--- src/rtl/alu_flag_pkg.sv ---
package alu_flag_pkg;

  localparam int FLAG_W  = 9;
  localparam int BCD_W   = 8;

  localparam int FL_CY   = 0;
  localparam int FL_PAR  = 1;
  localparam int FL_HC   = 2;
  localparam int FL_ZR   = 3;
  localparam int FL_NEG  = 4;
  localparam int FL_OVF  = 5;
  localparam int FL_STEP = 6;
  localparam int FL_IEN  = 7;
  localparam int FL_DIR  = 8;

  typedef enum logic [3:0] {
    OP_ADD      = 4'd0,
    OP_ADC      = 4'd1,
    OP_SUB      = 4'd2,
    OP_SBB      = 4'd3,
    OP_AND      = 4'd4,
    OP_OR       = 4'd5,
    OP_XOR      = 4'd6,
    OP_CMP      = 4'd7,
    OP_DADD     = 4'd8,
    OP_DSUB     = 4'd9,
    OP_DIR_SET  = 4'd10,
    OP_DIR_CLR  = 4'd11,
    OP_IEN_SET  = 4'd12,
    OP_IEN_CLR  = 4'd13,
    OP_STEP_SET = 4'd14,
    OP_STEP_CLR = 4'd15
  } alu_op_e;

  localparam logic [FLAG_W-1:0] M_ARITH = 9'h03F;
  localparam logic [FLAG_W-1:0] M_LOGIC = 9'h03B;
  localparam logic [FLAG_W-1:0] M_BCD   = 9'h01F;

  function automatic logic [FLAG_W-1:0] flag_mask(input alu_op_e op);
    logic [FLAG_W-1:0] m;
    m = '0;
    case (op)
      OP_ADD, OP_ADC, OP_SUB, OP_SBB, OP_CMP: m = M_ARITH;
      OP_AND, OP_OR, OP_XOR:                  m = M_LOGIC;
      OP_DADD, OP_DSUB:                       m = M_BCD;
      OP_DIR_SET, OP_DIR_CLR:                 m[FL_DIR]  = 1'b1;
      OP_IEN_SET, OP_IEN_CLR:                 m[FL_IEN]  = 1'b1;
      default:                                m[FL_STEP] = 1'b1;
    endcase
    return m;
  endfunction

  function automatic logic op_is_logic(input alu_op_e op);
    return (op == OP_AND) || (op == OP_OR) || (op == OP_XOR);
  endfunction

  function automatic logic op_is_bcd(input alu_op_e op);
    return (op == OP_DADD) || (op == OP_DSUB);
  endfunction

  function automatic logic op_is_ctrl(input alu_op_e op);
    return op >= OP_DIR_SET;
  endfunction

  function automatic logic op_writes_back(input alu_op_e op);
    return !op_is_ctrl(op) && (op != OP_CMP);
  endfunction

endpackage

--- src/rtl/alu_arith.sv ---
module alu_arith
  import alu_flag_pkg::*;
#(
  parameter int DATA_W = 16
) (
  input  alu_op_e           op_i,
  input  logic              wide_i,
  input  logic [DATA_W-1:0] a_i,
  input  logic [DATA_W-1:0] b_i,
  input  logic              cy_i,
  output logic [DATA_W-1:0] res_o,
  output logic              cy_o,
  output logic              hc_o,
  output logic              ovf_o,
  output logic              par_o,
  output logic              zr_o,
  output logic              neg_o
);
  localparam int HALF_W = DATA_W / 2;
  localparam int NIB    = 4;

  logic [DATA_W-1:0] mask, a_m, b_m, arith_r, logic_r, fv, hx;
  logic [DATA_W:0]   ext;
  logic              is_sub, is_arith, cin_eff, carry;
  logic              a_top, b_top, r_top;

  assign mask     = wide_i ? {DATA_W{1'b1}} : {{(DATA_W-HALF_W){1'b0}}, {HALF_W{1'b1}}};
  assign a_m      = a_i & mask;
  assign b_m      = b_i & mask;
  assign is_sub   = (op_i == OP_SUB) || (op_i == OP_SBB) || (op_i == OP_CMP);
  assign is_arith = is_sub || (op_i == OP_ADD) || (op_i == OP_ADC);
  assign cin_eff  = ((op_i == OP_ADC) || (op_i == OP_SBB)) && cy_i;

  always_comb begin
    if (is_sub)
      ext = {1'b0, a_m} - {1'b0, b_m} - {{DATA_W{1'b0}}, cin_eff};
    else
      ext = {1'b0, a_m} + {1'b0, b_m} + {{DATA_W{1'b0}}, cin_eff};
  end

  assign arith_r = ext[DATA_W-1:0] & mask;
  assign carry   = wide_i ? ext[DATA_W] : ext[HALF_W];
  assign hx      = a_m ^ b_m ^ arith_r;

  always_comb begin
    case (op_i)
      OP_AND:  logic_r = a_m & b_m;
      OP_OR:   logic_r = a_m | b_m;
      default: logic_r = a_m ^ b_m;
    endcase
  end

  always_comb begin
    if (op_i == OP_CMP)      res_o = a_m;
    else if (is_arith)       res_o = arith_r;
    else if (op_is_logic(op_i)) res_o = logic_r;
    else                     res_o = '0;
  end

  assign fv    = (op_i == OP_CMP) ? arith_r : res_o;
  assign a_top = wide_i ? a_m[DATA_W-1] : a_m[HALF_W-1];
  assign b_top = wide_i ? b_m[DATA_W-1] : b_m[HALF_W-1];
  assign r_top = wide_i ? fv[DATA_W-1]  : fv[HALF_W-1];

  always_comb begin
    cy_o  = 1'b0;
    ovf_o = 1'b0;
    if (is_arith) begin
      cy_o  = carry;
      ovf_o = is_sub ? ((a_top != b_top) && (r_top != a_top))
                     : ((a_top == b_top) && (r_top != a_top));
    end
  end

  assign hc_o  = hx[NIB];
  assign par_o = ~^fv[BCD_W-1:0];
  assign zr_o  = (fv == '0);
  assign neg_o = r_top;

  // a zero result holds no ones, so its parity must read even
  always_comb begin
    a_r4_zero_is_even: assert (!zr_o || par_o)
      else $error("zero result without even parity");
  end

  // byte mode leaves the upper half of the result clear
  always_comb begin
    a_r2_byte_upper_clear: assert (wide_i || (res_o[DATA_W-1:HALF_W] == '0))
      else $error("byte mode result has upper bits");
  end

endmodule

--- src/rtl/alu_bcd_adjust.sv ---
module alu_bcd_adjust
  import alu_flag_pkg::*;
(
  input  logic             sub_i,
  input  logic [BCD_W-1:0] al_i,
  input  logic             cy_i,
  input  logic             hc_i,
  output logic [BCD_W-1:0] al_o,
  output logic             cy_o,
  output logic             hc_o
);
  localparam logic [BCD_W-1:0] LOW_FIX  = 8'h06;
  localparam logic [BCD_W-1:0] HIGH_FIX = 8'h60;
  localparam logic [BCD_W-1:0] HIGH_LIM = 8'h99;
  localparam logic [3:0]       DIG_MAX  = 4'd9;

  logic             low_need, high_need;
  logic [BCD_W-1:0] mid;

  assign low_need  = (al_i[3:0] > DIG_MAX) || hc_i;
  assign high_need = (al_i > HIGH_LIM) || cy_i;

  always_comb begin
    mid = al_i;
    if (low_need)
      mid = sub_i ? (al_i - LOW_FIX) : (al_i + LOW_FIX);
    al_o = mid;
    if (high_need)
      al_o = sub_i ? (mid - HIGH_FIX) : (mid + HIGH_FIX);
  end

  assign hc_o = low_need;
  assign cy_o = high_need;

  // a valid packed-BCD byte with no pending carries passes unchanged
  always_comb begin
    if (!sub_i && !hc_i && !cy_i && (al_i[3:0] <= DIG_MAX) && (al_i[7:4] <= DIG_MAX))
      a_r10_clean_bcd_kept: assert (al_o == al_i)
        else $error("clean BCD byte altered");
  end

endmodule

--- src/rtl/alu_flag_reg.sv ---
module alu_flag_reg
  import alu_flag_pkg::*;
(
  input  logic              clk,
  input  logic              rst_n,
  input  logic              wr_en,
  input  logic [FLAG_W-1:0] mask_i,
  input  logic [FLAG_W-1:0] nxt_i,
  output logic [FLAG_W-1:0] flags_q
);

  always_ff @(posedge clk) begin
    if (!rst_n)
      flags_q <= '0;
    else if (wr_en)
      flags_q <= (flags_q & ~mask_i) | (nxt_i & mask_i);
  end

  // no accepted request, no flag change
  a_r1_idle_flags_stable: assert property (@(posedge clk) disable iff (!rst_n)
    !wr_en |=> $stable(flags_q));

  // bits outside the operation's mask survive a write
  a_r12_unmasked_kept: assert property (@(posedge clk) disable iff (!rst_n)
    wr_en |=> ((flags_q & ~$past(mask_i)) == ($past(flags_q) & ~$past(mask_i))));

endmodule

--- src/rtl/alu_flag_unit.sv ---
module alu_flag_unit
  import alu_flag_pkg::*;
#(
  parameter int DATA_W = 16
) (
  input  logic              clk,
  input  logic              rst_n,
  input  logic              req_valid,
  output logic              req_ready,
  input  logic [3:0]        req_op,
  input  logic              req_wide,
  input  logic [DATA_W-1:0] req_a,
  input  logic [DATA_W-1:0] req_b,
  output logic              rsp_valid,
  input  logic              rsp_ready,
  output logic [DATA_W-1:0] rsp_result,
  output logic              rsp_we,
  output logic [FLAG_W-1:0] flags_o
);

  alu_op_e           op;
  logic              fire;
  logic [DATA_W-1:0] ar_res, res_nxt;
  logic              ar_cy, ar_hc, ar_ovf, ar_par, ar_zr, ar_neg;
  logic [BCD_W-1:0]  bcd_al;
  logic              bcd_cy, bcd_hc;
  logic [FLAG_W-1:0] flag_nxt, flag_msk;

  assign op        = alu_op_e'(req_op);
  assign req_ready = !rsp_valid || rsp_ready;
  assign fire      = req_valid && req_ready;

  alu_arith #(.DATA_W(DATA_W)) u_arith (
    .op_i   (op),
    .wide_i (req_wide),
    .a_i    (req_a),
    .b_i    (req_b),
    .cy_i   (flags_o[FL_CY]),
    .res_o  (ar_res),
    .cy_o   (ar_cy),
    .hc_o   (ar_hc),
    .ovf_o  (ar_ovf),
    .par_o  (ar_par),
    .zr_o   (ar_zr),
    .neg_o  (ar_neg)
  );

  alu_bcd_adjust u_bcd (
    .sub_i (op == OP_DSUB),
    .al_i  (req_a[BCD_W-1:0]),
    .cy_i  (flags_o[FL_CY]),
    .hc_i  (flags_o[FL_HC]),
    .al_o  (bcd_al),
    .cy_o  (bcd_cy),
    .hc_o  (bcd_hc)
  );

  always_comb begin
    flag_nxt = '0;
    if (op_is_bcd(op)) begin
      flag_nxt[FL_CY]  = bcd_cy;
      flag_nxt[FL_HC]  = bcd_hc;
      flag_nxt[FL_PAR] = ~^bcd_al;
      flag_nxt[FL_ZR]  = (bcd_al == '0);
      flag_nxt[FL_NEG] = bcd_al[BCD_W-1];
    end else begin
      flag_nxt[FL_CY]  = ar_cy;
      flag_nxt[FL_HC]  = ar_hc;
      flag_nxt[FL_PAR] = ar_par;
      flag_nxt[FL_ZR]  = ar_zr;
      flag_nxt[FL_NEG] = ar_neg;
      flag_nxt[FL_OVF] = ar_ovf;
    end
    flag_nxt[FL_DIR]  = (op == OP_DIR_SET);
    flag_nxt[FL_IEN]  = (op == OP_IEN_SET);
    flag_nxt[FL_STEP] = (op == OP_STEP_SET);
  end

  assign flag_msk = flag_mask(op);

  always_comb begin
    if (op_is_bcd(op))      res_nxt = {{(DATA_W-BCD_W){1'b0}}, bcd_al};
    else if (op_is_ctrl(op)) res_nxt = '0;
    else                    res_nxt = ar_res;
  end

  alu_flag_reg u_flags (
    .clk     (clk),
    .rst_n   (rst_n),
    .wr_en   (fire),
    .mask_i  (flag_msk),
    .nxt_i   (flag_nxt),
    .flags_q (flags_o)
  );

  always_ff @(posedge clk) begin
    if (!rst_n) begin
      rsp_valid  <= 1'b0;
      rsp_result <= '0;
      rsp_we     <= 1'b0;
    end else if (fire) begin
      rsp_valid  <= 1'b1;
      rsp_result <= res_nxt;
      rsp_we     <= op_writes_back(op);
    end else if (rsp_ready) begin
      rsp_valid  <= 1'b0;
    end
  end

  // a stalled response is held unchanged
  a_r1_hold_under_stall: assert property (@(posedge clk) disable iff (!rst_n)
    rsp_valid && !rsp_ready |=> rsp_valid && $stable(rsp_result) && $stable(rsp_we));

  // an accepted request yields a response next cycle
  a_r1_accept_gives_rsp: assert property (@(posedge clk) disable iff (!rst_n)
    fire |=> rsp_valid);

  // compare never asks for a write-back
  a_r9_cmp_no_write: assert property (@(posedge clk) disable iff (!rst_n)
    fire && (op == OP_CMP) |=> !rsp_we);

  // logic operations leave carry and overflow clear
  a_r8_logic_clears_cy_ovf: assert property (@(posedge clk) disable iff (!rst_n)
    fire && op_is_logic(op) |=> !flags_o[FL_CY] && !flags_o[FL_OVF]);

  // control commands leave the six status flags alone
  a_r12_ctrl_keeps_status: assert property (@(posedge clk) disable iff (!rst_n)
    fire && op_is_ctrl(op) |=> flags_o[FL_OVF:FL_CY] == $past(flags_o[FL_OVF:FL_CY]));

endmodule

--- config.mk ---
export PLATFORM = sky130hd
export DESIGN_NAME = alu_flag_unit
export DESIGN_NICKNAME = d
export VERILOG_FILES = /design/src/rtl/alu_flag_pkg.sv /design/src/rtl/alu_arith.sv /design/src/rtl/alu_bcd_adjust.sv /design/src/rtl/alu_flag_reg.sv /design/src/rtl/alu_flag_unit.sv
export SDC_FILE = /design/constraint.sdc
export NUM_CORES = 1
export LEC_CHECK = 0
export BUFFER_PORTS_ARGS = -buffer_cell sky130_fd_sc_hd__buf_2
export CORE_ASPECT_RATIO = 0.75
export CORE_UTILIZATION = 49
export DETAILED_ROUTE_END_ITERATION = 7
export GPL_ROUTABILITY_DRIVEN = 0
export PLACE_DENSITY = 0.7
export REMOVE_ABC_BUFFERS = 1
export SKIP_LAST_GASP = 1
export SYNTH_ARGS = -nofsm -noshare
export SYNTH_HDL_FRONTEND = slang
export SYNTH_SLANG_ARGS = --single-unit
--- constraint.sdc ---
create_clock -name clk -period 10.03 [get_ports clk]
set_input_delay 1.003 -clock clk [delete_from_list [all_inputs] [get_ports clk]]
set_output_delay 1.003 -clock clk [all_outputs]
set_load 0.01 [all_outputs]
# ---- Yosys cells after proc, flatten, opt, wreduce, memory -nomap -nowiden
# Index checks and enable logic that the tools add are counted.
dict set report classes {
  n_addsub 8
  mux 28
  div 0
  mul 0
  shift 0
  bitwise_logic 11
  n_reduce_logical 30
  eq_ne 18
  n_lt_le_gt_ge 3
}
# op count
set op_table {}
lappend op_table {{$mux 16} 7}
lappend op_table {{$and 16x16->16} 4}
lappend op_table {{$mux 8} 4}
lappend op_table {{$pmux 16 s2} 1}
lappend op_table {{$eq 4x4->1 const B} 7}
lappend op_table {{$and 9x9->9} 2}
lappend op_table {{$pmux 6 s3} 1}
lappend op_table {{$add 16x16->17} 1}
lappend op_table {{$add 17x1->17} 1}
lappend op_table {{$mux 17} 1}
lappend op_table {{$sub 16x16->17} 1}
lappend op_table {{$sub 17x1->17} 1}
lappend op_table {{$eq 4x3->1 const B} 4}
lappend op_table {{$logic_not 16->1} 1}
lappend op_table {{$or 16x16->16} 1}
lappend op_table {{$reduce_xnor 8->1} 2}
lappend op_table {{$xor 16x16->16} 1}
lappend op_table {{$reduce_or 14->1} 1}
lappend op_table {{$mux 1} 13}
lappend op_table {{$logic_or 1x1->1} 11}
lappend op_table {{$not 9->9} 1}
lappend op_table {{$or 9x9->9} 1}
lappend op_table {{$add 8x3->8 const B} 1}
lappend op_table {{$add 8x7->8 const B} 1}
lappend op_table {{20 further kinds} 29}
dict set report word_totals {
  in_bits 41
  ramBits 0
  latch_bits 0
  word_cells 102
  mem_bits_ro 0
  regBits 27
  memories 0
}

# ---- Logic depth before layout (Yosys ltp)
# Gate-level depths: netlist of run 1.
dict set report logic_depth {
  word_depth 17
  mapped_depth 23
  mapped_depth_nobuf 22
}

# ---- Cells and area by module
# Synthesis of run 1 repeated with hierarchy kept, for this count alone.
dict set report unflattened {
  hier_cells 754
  hier_area_um2 5248.8
}
# module n_inst area_each_um2 cells_per_inst
set by_module_without_submodules {}
lappend by_module_without_submodules {alu_arith 1 3400.8 517}
lappend by_module_without_submodules {alu_flag_unit 1 1019.7 132}
lappend by_module_without_submodules {alu_bcd_adjust 1 426.7 57}
lappend by_module_without_submodules {alu_flag_reg 1 401.6 48}

# ---- Least setup slack after synthesis of run 1
# Ideal clock, no wire load.
dict set report synth_timing {
  kind {in2reg}
  from {in req_op[0]}
  to {reg with a tool-made name}
  path_buffers 3
  t_arrival_ps 5092
  stages 19
  required_time_ps 9946
  setup_slack_ps 4854
  cell_sequence {clkbuf_1 > clkbuf_1 > clkbuf_1 > nand3_1 > fa_1 > ha_1 > a211oi_2 > o21ai_1 > a31o_1 > xor2_1 > nand2b_1 > a31o_1 > inv_1 > ha_1 > nand4_1 > nor4_1 > nand4b_1 > or4_1 > o31ai_2}
}
# item line_no
set synth_lines {}
lappend synth_lines {{start, declared} alu_flag_unit.sv:10} ;# input logic [3:0] req_op,

==> results.txt, run 1 <==
- Outcome: finished, final reports clean
- Internal power: 0.2989 mW
* Required time of the critical path: 10240 ps
- The tree is rooted in a sky130_fd_sc_hd__clkbuf_16.
* Worst Setup Start Kind: input pin
- Clock-pin slew was measured on the worst setup and hold paths at 70 ps.
- For this run, asynchronously set or reset flops after synthesis account for 0%.
* Part of the total power dissipated in the clock network: 17.1%
- Category of the most critical setup path: input pin to flop
- In this run the remaining antenna-violating nets after routing total 0.
* Prevailing post-synth register cell: sky130_fd_sc_hd__dfxtp_1
- The highest layer touched by signal routing is met4.
- Die outline area: 10540 um2
* Count of endpoints failing setup in the final report: 0
- The initial antenna violation count came to 0.
* I/O pin count: 69
- Largest area contributor in the netlist: sky130_fd_sc_hd__ha_1
- The design draws 0.5475 mW.
- The number of global-route vias before repair was 4640.
* Syn Inst Count: 691
- Using the TritonRoute via totals, the vias-per-cell ratio works out to 6.166.
- The floorplan has 31 rows.
- By area the synthesized netlist is led by sky130_fd_sc_hd__ha_1 (19%), sky130_fd_sc_hd__dfxtp_1 (11%), sky130_fd_sc_hd__a21oi_1 (5.8%), sky130_fd_sc_hd__nand2_1 (5.6%), sky130_fd_sc_hd__nor2_1 (5.6%).
- Maximum clock skew at final layout: 1.300 ps
- After detailed routing, the number of remaining DRC violations is 0.
* Static power due to leakage: 2.581 nW
- Global routing consumed, over all layers together, 29.16% of the routing resources.
* Summed instance area of the synthesized netlist: 4961 um2
- The count of buffers added on input and output ports is 68.
- In the final timing run, aggregate negative setup slack is 0 ps.
- Setup repair after global routing left no endpoint under its margin.
* Height of the chip: 89.14 um
- Share of the clock period used by the worst path after layout: 54.82%
- Summed over all nets, the half-perimeter wirelength after detailed placement is 12230 um.
- The clock period could shrink to 5498 ps.
* Pin count of the biggest net entering global routing: 42
- The number of gates resized after CTS was 0.
- After detailed routing, the average wire length per cell comes to 17.99 um.
* # Post-CTS Setup Buffers: 0
- In this run the number of H-tree levels came out at 1.
- Net switching power figure: 0.2486 mW
- After the first detailed-routing iteration, the DRC count stood at 610.
- Yosys reg bits: 27
- Final-report hold violation count: 0
- Hold-fix buffers at CTS: 0
- Cell Count Post-Placement: 860
- The core region is 9736 um2.
- The clock net in this run drives a total of 27 sinks.
* Seq/Total Area, Yosys: 10.90%
* Least-Margin Pin Slew: 988.3 ps
- The post-route netlist has 12.84% of its cells at a drive strength greater than 1.
- The synthesized design contains 0 enable-type register cells.
- The layout has 964 filler cells.
- Routed length on met2: 6373 um
- Summed over its instances, the top area cell type makes up 18.92% of the synthesized netlist area.
- Class of the worst hold path: flop to flop
* Count of cell types in the netlist: 72
- Post-placement worst setup slack: 4388 ps
- Initial Util: 50.96%
* Global-route congestion overflow total: 0
* Fin Hold WS: 472.0 ps
* Multi-input gate area in the final layout: 4044 um2
- Crit Path Max Fanout: 41
* Final nets: 855
- Post-synthesis average cell area: 7.179 um2
- Max-Cap Viols: 0
- The worst setup path is captured at a flop.
- Total count of max-transition violations in the final report: 0
- The later pin in the worst-skew pair is clocked with a latency of 260 ps.
* Fraction of power spent switching nets: 45.41%
* Clock buffer depth: 2
- Measured against its own limit, the worst slew margin works out to 34.11%.
- The final layout contains routed wiring with a total length of 15550 um.
* Maximum clock frequency: 181.9 MHz
- Dividing total power by cell area gives a power density of 101.2 nW/um2.
- Setup slack on the worst reg-to-reg path comes out at 5870 ps.
- After the flow finishes, the layout carries non-filler instances totaling 864.
- Summed over all nets, wire length on met3 after detailed routing comes to 1489 um.
- Sequential cells account for 21.2% of the total power.
* Peak ir drop on the vdd network: 0.00006438 V
- Data arrival, critical path: 5710 ps
* Total of warnings raised by yosys: 0
- Comb pwr share: 61.6%
* Wire length of the first global-routing pass: 24520 um
- DR vias: 5327
* Area added between synthesis and finish: 9.105%
- For this block, wires on met1 add up to 7446 um.
- Across the whole layout, storage elements account for 540.5 um2.
- The number of clock buffers added by TritonCTS is 3.
- The first detailed-routing pass took 5 iterations.
- From left edge to right edge, the die measures 118.2 um.
- Once routing completed, OpenROAD measured the worst setup slack at 4532 ps.
* CTS tree: done
- The number of antenna diodes in the final layout is 0.
==> layer usage <==
layer	vias to the layer above	GRT usage, %
met5	-	0
met4	0	5.711
met3	29	4.018
met2	291	45.03
met1	2481	43.08
li1	2526	-
==> stage by stage <==
step	util (%)	area [um2]
after global placement	54.75	5330
after global routing	55.60	5413
after floorplan	-	4817
final	55.60	5413
after detailed placement	54.75	5330
after CTS	55.60	5413
==> cell families (layout without fill, tap and decap cells) <==
kind of cell,Yosys count,count (layout),share of synthesized area [%]
and+or+nand+nor,223,223,20.43
AOI/OAI and AO/OA,216,216,30.54
buffers and inverters,94,135,7.591
adders and majority gates,81,81,21.34
xor gates and xnor gates,38,38,6.709
DFF,27,27,10.90
muxes,12,12,2.497
==> worst paths after layout <==
check                         startpoint                          end  depth (start not counted)
max                            req_op[1]                         flop                         21
min          rsp_result[12]$_SDFFE_PN0P_  rsp_result[12]$_SDFFE_PN0P_                          2
max reg2reg                         flop                         flop                         16
min reg2reg  rsp_result[12]$_SDFFE_PN0P_  rsp_result[12]$_SDFFE_PN0P_                          2
==> critical path, cell delays in order <==
cell and delay [ps]:
sky130_fd_sc_hd__buf_2 590, sky130_fd_sc_hd__nor2_1 120, sky130_fd_sc_hd__and2_0 300, sky130_fd_sc_hd__nand2_1 220, sky130_fd_sc_hd__inv_1 190, sky130_fd_sc_hd__ha_1 370, sky130_fd_sc_hd__a21oi_1 240, sky130_fd_sc_hd__o21bai_1 90
sky130_fd_sc_hd__a21oi_1 170, sky130_fd_sc_hd__xnor2_1 140, sky130_fd_sc_hd__mux2i_1 130, sky130_fd_sc_hd__fa_1 490, sky130_fd_sc_hd__o31a_1 310, sky130_fd_sc_hd__o211ai_1 190, sky130_fd_sc_hd__xnor2_1 180, sky130_fd_sc_hd__ha_1 280
sky130_fd_sc_hd__xnor2_1 190, sky130_fd_sc_hd__xnor2_1 150, sky130_fd_sc_hd__nand2_1 70, sky130_fd_sc_hd__o211ai_1 110, sky130_fd_sc_hd__o211a_1 170
==> Yosys cell counts, drive strengths merged, types with 8 or more instances <==
master  count
mux2i       9
inv        62
nand2b     13
xnor2      26
a211oi     17
o21ai      47
nand2      74
nand3      13
o21a        8
a21o       13
dfxtp      27
ha         75
nor2       74
a21oi      60
clkbuf     23
nor3       11
buf         9
xor2       12
==> cell type report <==
| class | count | share of cell area, % |
|---|---|---|
| Clock buffer | 3 | 1.387 |
| Clock inverter | 1 | 0.1387 |
| Inverter | 62 | 4.300 |
| Multi-Input combinational cell | 570 | 74.71 |
| Sequential cell | 27 | 9.986 |
| Tap cell | 132 | 3.051 |
| Timing Repair Buffer | 69 | 6.426 |
==> power groups by stage <==
stage	Sequential (mW)	Clock [mW]	Combinational, mW
5_1_grt	0.117	0.0980	0.366
6_report	0.116	0.0939	0.337
3_5_place_dp	0.118	0	0.326
4_1_cts	0.116	0.0942	0.327
3_3_place_gp	0.118	0	0.318
2_1_floorplan	0.120	0	0.230
==> placed cells by master, fill, tap and decap left out, types with 4 or more instances in the layout <==
| cell type | synthesis | routed |
|---|---|---|
| sky130_fd_sc_hd__a31oi_1 | 5 | 5 |
| sky130_fd_sc_hd__nand2_1 | 74 | 74 |
| sky130_fd_sc_hd__or3_1 | 4 | 4 |
| sky130_fd_sc_hd__and3_1 | 5 | 5 |
| sky130_fd_sc_hd__xnor2_1 | 26 | 26 |
| sky130_fd_sc_hd__o21a_1 | 8 | 8 |
| sky130_fd_sc_hd__dfxtp_1 | 27 | 27 |
| sky130_fd_sc_hd__buf_2 | 1 | 68 |
| sky130_fd_sc_hd__o221ai_1 | 4 | 4 |
| sky130_fd_sc_hd__fa_1 | 6 | 6 |
| sky130_fd_sc_hd__nor3_1 | 11 | 11 |
| sky130_fd_sc_hd__nor2_1 | 74 | 74 |
| sky130_fd_sc_hd__nor2b_1 | 6 | 6 |
| sky130_fd_sc_hd__nand3_1 | 13 | 13 |
| sky130_fd_sc_hd__a31o_1 | 6 | 6 |
| sky130_fd_sc_hd__ha_1 | 75 | 75 |
| sky130_fd_sc_hd__o21bai_1 | 5 | 5 |
| sky130_fd_sc_hd__and2_1 | 5 | 5 |
| sky130_fd_sc_hd__a211oi_1 | 16 | 16 |
| sky130_fd_sc_hd__o31ai_1 | 5 | 5 |
| sky130_fd_sc_hd__inv_1 | 61 | 61 |
| sky130_fd_sc_hd__nand2b_1 | 13 | 13 |
| sky130_fd_sc_hd__mux2i_1 | 9 | 9 |
| sky130_fd_sc_hd__a21oi_1 | 57 | 57 |
| sky130_fd_sc_hd__a21o_1 | 13 | 13 |
| sky130_fd_sc_hd__xor2_1 | 12 | 12 |
| sky130_fd_sc_hd__a22oi_1 | 4 | 4 |
| sky130_fd_sc_hd__o31a_1 | 4 | 4 |
| sky130_fd_sc_hd__o21ai_1 | 6 | 6 |
| sky130_fd_sc_hd__o21ai_0 | 41 | 41 |
(Power assumes the default switching activity.)
==> run 2, diff against run 1 <==
clock period = 5.6 ns   (was 10.03 ns; I/O delays follow)
==> results.txt, run 2 (synthesized netlist as in run 1, its figures left out) <==
- Peak ir drop on the vdd network: 0.0001134 V (+76%)
* Most frequent cells in the layout: sky130_fd_sc_hd__ha_1 (75), sky130_fd_sc_hd__nand2_1 (74), sky130_fd_sc_hd__nor2_1 (74)
- The clock latency of the later-clocked register in the worst-skew pair was 260 ps (about the same).
- Standard cell core area: 9736 um2 (unchanged)
- The number of violations reported at the end of detailed-routing iteration 0 was 669 (+9.7%).
- The die extent in x was 118.2 um (unchanged).
- Outcome: finished, final reports clean
* Die outline area: 10540 um2 (unchanged)
- CTS-repair resized insts: 0 (unchanged)
- Total routed wirelength: 15450 um (-0.60%)
* Number of buffers added by the clock tree synthesis step: 3 (unchanged)
- Global-route usage over all layers: 28.96% (-0.20 points)
* Clock-pin slew reported for the worst setup and hold paths after clock tree synthesis: 70 ps (about the same)
- Vias in the first global route: 4687 (+1.0%)
* Post-route core utilization: 55.87% (+0.27 points)
* Initial Util: 50.96% (unchanged)
- The cell depth of the worst flop-to-flop path was 19 (+3).
* Fin Hold WS: 468.0 ps (-4.056 ps)
* Fraction of layout instances using a drive strength above 1: 13.20% (+0.36 points)
- Height of the chip: 89.14 um (unchanged)
* Number of clock sinks: 27 (unchanged)
- I/O pin count: 69 (unchanged)
- Routed length per instance: 17.82 um (-0.94%)
- The wire length of the first global-routing pass is 24270 um (-1.0%).
- The cell leakage power was 2.596 nW (+0.61%).
* Crit Path Max Fanout: 20 (-51%)
* Commonest non-fill, non-tap cell in the layout: sky130_fd_sc_hd__ha_1
- Required time of the critical path: 5810 ps (-4430 ps)
- Class of the worst hold path: flop to flop
- Post-placement worst setup slack: 661.9 ps (-3726 ps)
* Worst-case headroom to the max-slew limit: 42.61% (+8.5 points)
- Design Power: 0.9805 mW (+79%)
- The HPWL reported at the end of detailed placement is 12100 um (-1.0%).
- Hold path cells: 2 (unchanged)
* Pwr dens: 180.3 nW/um2 (+78%)
* Antenna violations before repair: 0 (unchanged)
* Cell row count: 31 (unchanged)
* Maximum clock frequency: 209.8 MHz
- The worst path uses 85.11% of the clock period.
- Maximum level of the CTS H-tree: 1 (unchanged)
* Register-to-Register Setup Slack: 1530 ps (-4340 ps)
- The final number of max-transition violations is 0 (unchanged).
* Final nets: 858 (+0.35%)
- The number of hold buffers added after cts came to 0 (unchanged).
- The overflow left after global routing was 0 (unchanged).
* Post-layout min period: 4766 ps
- Final setup slack of the worst path: 834.0 ps (-3698 ps)
- Unrepaired setup endpoints after global routing: false
- Maximum clock skew at final layout: 1.102 ps (-0.1980 ps)
- The total via count after detailed routing came to 5221 (-2.0%).
- Data arrival, critical path: 4980 ps (-730 ps)
- Post-detailed-route count of antenna-violating nets: 0 (unchanged)
- Clock tree synthesis selected as its root buffer the cell sky130_fd_sc_hd__clkbuf_16.
- Category of the most critical setup path: input pin to flop
* Filler cells: 962 (-0.21%)
- TritonCTS built the clock tree.
* Number of antenna diodes: 0 (unchanged)
- The post-CTS setup-driven buffer insertion count was 0 (unchanged).
* Pin count of the biggest net entering global routing: 41 (-2.4%)
* Startpoint of the most critical hold path: rsp_result[10]$_SDFFE_PN0P_
- Count of endpoints failing setup in the final report: 0 (unchanged)
- Ratio of routed vias to standard cells: 6.022 (-2.3%)
* Area added between synthesis and finish: 9.634%
* Max-Cap Viols: 0 (unchanged)
- Worst Setup Start Kind: input pin
- The largest buffer count on any clock path is 2 (unchanged).
* Port bufs: 68 (unchanged)
* Least-Margin Pin Slew: 857.7 ps (-130.6 ps)
- Remaining routing DRC violations: 0 (unchanged)
- Hold worst-path end: rsp_result[10]$_SDFFE_PN0P_
- The worst setup path is captured at a flop.
* Final-report hold violation count: 0 (unchanged)
- The number of iterations in the first detailed-routing pass is 5 (unchanged).
* Setup TNS: 0 ps (unchanged)
[run 2: worst max-delay path by stage]
stage	start	depth (start not counted)	to
floorplan	req_op[2]	20	flop
global placement	req_op[2]	21	flop
detailed placement	req_op[2]	21	flop
CTS	req_op[2]	21	flop
global route	req_op[2]	21	flop
finish	req_op[2]	21	flop
[run 2: stage by stage]
stage,instance area [um2],cells
final,5439,867
after global routing,5439,867
after CTS,5428,866
after detailed placement,5345,862
after global placement,5345,862
after floorplan,4817,659
[run 2: worst max-delay path, cell delays in order]
cell and delay (ps):
sky130_fd_sc_hd__buf_2 210, sky130_fd_sc_hd__nor2_1 180, sky130_fd_sc_hd__and2_0 290, sky130_fd_sc_hd__nand2_1 200
sky130_fd_sc_hd__inv_1 270, sky130_fd_sc_hd__ha_1 330, sky130_fd_sc_hd__a21oi_1 220, sky130_fd_sc_hd__o21bai_1 90
sky130_fd_sc_hd__a21oi_1 180, sky130_fd_sc_hd__xnor2_1 130, sky130_fd_sc_hd__mux2i_1 140, sky130_fd_sc_hd__fa_1 510
sky130_fd_sc_hd__o31a_1 320, sky130_fd_sc_hd__o211ai_1 190, sky130_fd_sc_hd__xnor2_1 160, sky130_fd_sc_hd__ha_1 270
sky130_fd_sc_hd__xnor2_1 230, sky130_fd_sc_hd__xnor2_1 150, sky130_fd_sc_hd__nand2_1 70, sky130_fd_sc_hd__o211ai_1 110
sky130_fd_sc_hd__o211a_1 160
[run 2: power by group]
part           switching (mW)  total, mW  internal, mW
logic                   0.367      0.604         0.237
registers             0.00592      0.208         0.202
clock network          0.0716      0.169        0.0973
[run 2: area by class of cell]
| cell class | count | area (um2) | area share, % |
|---|---|---|---|
| clock buffers | 3 | 75.07 | 1.380 |
| flip-flops and latches | 27 | 540.5 | 9.938 |
| multi-input cells | 570 | 4044 | 74.35 |
| inverters | 62 | 232.7 | 4.279 |
| repair buffers | 72 | 374.1 | 6.878 |
| well taps | 132 | 165.2 | 3.037 |
| clock inverters | 1 | 7.507 | 0.1380 |
[run 2: per-layer routing]
layer	wire length [um]	up-vias	track usage [%]	part of all wire (%)
li1	-	2522	-	-
met1	7601	2420	43.43	49
met2	6357	256	44.33	41
met3	1265	23	2.742	8.2
met4	229	0	6.876	1.5
met5	0	-	0	0
==> run 3, diff against run 2 <==
CORE_MARGIN = 10   (was default)
clock period = 5.85 ns   (was 5.6 ns; I/O delays follow)
==> results.txt, run 3 (synthesized netlist as in run 1, its figures left out) <==
- The flow ran to the end, and the final reports show no timing, DRC or antenna violations.
- Library cell appearing most often on the critical path: sky130_fd_sc_hd__xnor2_1
- Routed length per instance: 18.48 um (+3.7%)
* I/O pin count: 69 (unchanged)
- The count of non-filler cells in the finished layout was 866 (-0.12%).
* Setup TNS: 0 ps (unchanged)
- TritonCTS built the clock tree.
- The cell family contributing the most delay on the critical path is compound AO/OA/AOI/OAI gates.
- The setup-violating endpoint count in the final report was 0 (unchanged).
* Area added between synthesis and finish: 9.357%
* Maximum level of the CTS H-tree: 1 (unchanged)
* Antenna violations before repair: 0 (unchanged)
* Slowest library cell on the worst path: sky130_fd_sc_hd__fa_1
- The effective utilization at floorplan was 50.76% (-0.20 points).
- Crit path capture type: flop
* Crit Path Max Fanout: 20 (unchanged)
- The overall power after layout came to 0.9364 mW (-4.5%).
* Final nets: 857 (-0.12%)
* Register-to-Register Setup Slack: 1730 ps (+200 ps)
- The wire length of the first global-routing pass was 25920 um (+6.8%).
- The critical path's largest stage delay was 500 ps (about the same).
* Hold worst-path end: rsp_result[14]$_SDFFE_PN0P_
* Category of the most critical setup path: input pin to flop
* Static power due to leakage: 2.594 nW (about the same)
* Remaining routing DRC violations: 0 (unchanged)
- Root Buffer: sky130_fd_sc_hd__clkbuf_16
* Commonest non-fill, non-tap cell in the layout: sky130_fd_sc_hd__ha_1
- Hold-fix buffers at CTS: 0 (unchanged)
- The worst-case clock skew was 5.058 ps (+3.956 ps).
* Unrepaired setup endpoints after global routing: false
* Clock-pin slew reported for the worst setup and hold paths after clock tree synthesis: 70 ps (about the same)
- The die extent in x came to 136.2 um (+15%).
- The number of port buffers came to 68 (unchanged).
* Number of clock sinks: 27 (unchanged)
- The number of global-route vias before repair is 5044 (+7.6%).
- Standard cell core area: 9774 um2 (+0.40%)
- Post-detailed-route count of antenna-violating nets: 0 (unchanged)
* Cell Count Post-Placement: 862 (unchanged)
* Pin count of the biggest net entering global routing: 41 (unchanged)
* Max-Cap Viols: 0 (unchanged)
* Global-route usage over all layers: 21.41% (-7.5 points)
- Die outline area: 14590 um2 (+38%)
- The final hold violation count is 0 (unchanged).
- STA classifies the critical path startpoint as an input pin.
- Critical-path cell list: buf_2 -> nor2_1 -> and2_0 -> nand2_1 -> inv_1 -> ha_1 -> a21oi_1 -> o21bai_1 -> a21oi_1 -> xnor2_1 -> mux2i_1 -> fa_1 -> o31a_1 -> o211ai_1 -> xnor2_1 -> ha_1 -> xnor2_1 -> xnor2_1 -> nand2_1 -> o211ai_1 -> o211a_1
- DR vias: 5233 (+0.23%)
- Number of antenna diodes: 0 (unchanged)
- Peak ir drop on the vdd network: 0.0001128 V (-0.58%)
* Startpoint of the most critical hold path: rsp_result[14]$_SDFFE_PN0P_
* Fraction of layout instances using a drive strength above 1: 13.08% (-0.12 points)
- The die boundary height is 107.1 um (+20%).
* Drt pass-1 iters: 8 (+3)
* HPWL reported at the end of detailed placement: 12850 um (+6.2%)
- Post-layout min period: 4875 ps
- The depth of the worst hold-timing path was 2 (unchanged).
- After layout, the worst path uses 83.33% of the clock period.
- The cell area power density was 172.6 nW/um2 (-4.3%).
* Class of the worst hold path: flop to flop
- Total count of max-transition violations in the final report: 0 (unchanged)
- Based on the critical path, the design can be clocked at up to 205.1 MHz.
* Number of buffers added by the clock tree synthesis step: 3 (unchanged)
* Clock buffer depth: 2 (unchanged)
* Ratio of routed vias to standard cells: 6.043 (+0.35%)
- Cell row count: 31 (unchanged)
* # Post-CTS Setup Buffers: 0 (unchanged)
- Path depth of the worst reg2reg path: 16 (-3)
- The number of buffer and inverter stages on the critical path is 2 (unchanged).
* DRT iter0 DRCs: 794 (+19%)
- The arrival time of the worst setup path came to 5090 ps (+110 ps).
* Required time of the critical path: 6060 ps (+250 ps)
- CTS-repair resized insts: 0 (unchanged)
* Least-Margin Pin Slew: 1300 ps (+442.7 ps)
- The library cells used most frequently in the layout, excluding fill and tap cells, are sky130_fd_sc_hd__ha_1 (75), sky130_fd_sc_hd__nand2_1 (74), sky130_fd_sc_hd__nor2_1 (74).
- The overflow left after global routing is 0 (unchanged).
* Clock Latency Late Sink: 260 ps (about the same)
- The aggregate routed wire length is 16000 um (+3.6%).
- Post-route core utilization: 55.50% (-0.36 points)
- The worst slew slack as a fraction of its limit came to 12.98% (-30 points).
## run 3: report_power, final
part	internal [mW]	switching, mW	total (mW)
sequential	0.193	0.00578	0.199
clock	0.0924	0.0670	0.159
combinational	0.227	0.352	0.578
total	0.512	0.424	0.936
## run 3: worst max path at each step
stage                     startpoint  endpoint  cells after the start
after CTS                  req_op[2]      flop                     21
after global routing       req_op[2]      flop                     23
final                      req_op[2]      flop                     21
after global placement     req_op[0]      flop                     20
after detailed placement   req_op[2]      flop                     21
after floorplan            req_op[2]      flop                     20
## run 3: final cells by class
class                           count  area, um2
Clock inverter                      1      5.005
Timing Repair Buffer               71      362.8
Fill cell                         964       4349
Clock buffer                        3      75.07
Multi-Input combinational cell    570       4044
Inverter                           62      232.7
Sequential cell                    27      540.5
Tap cell                          132      165.2
## run 3: per-stage QoR
stage               hold slack [ps]  setup WS, ps  area (um2)
detailed placement            455.1         779.2        5345
global placement              450.8          1075        5345
floorplan                     484.2          1597        4817
global route                  492.8         685.0        5425
CTS                           464.3          1049        5425
finish                        467.3         975.3        5425
## run 3: worst register-to-register path, stage by stage (launching register included)
cell and delay [ps]:
sky130_fd_sc_hd__dfxtp_1 440, sky130_fd_sc_hd__nand3_1 170, sky130_fd_sc_hd__fa_1 450, sky130_fd_sc_hd__ha_1 320
sky130_fd_sc_hd__a211oi_2 280, sky130_fd_sc_hd__o21ai_1 140, sky130_fd_sc_hd__a31o_1 280, sky130_fd_sc_hd__xor2_1 170
sky130_fd_sc_hd__nand2b_1 170, sky130_fd_sc_hd__a31o_1 270, sky130_fd_sc_hd__inv_1 70, sky130_fd_sc_hd__ha_1 140
sky130_fd_sc_hd__nand4_1 100, sky130_fd_sc_hd__nor4_1 190, sky130_fd_sc_hd__nand4b_1 120, sky130_fd_sc_hd__or4_1 540
sky130_fd_sc_hd__o31ai_2 210
## run 3: per-layer routing
layer,global-route usage [%],vias up,part of all wire (%)
li1,-,2535,-
met1,30.74,2397,46
met2,31.27,288,40
met3,5.271,13,12
met4,4.780,0,0.92
met5,0,-,0
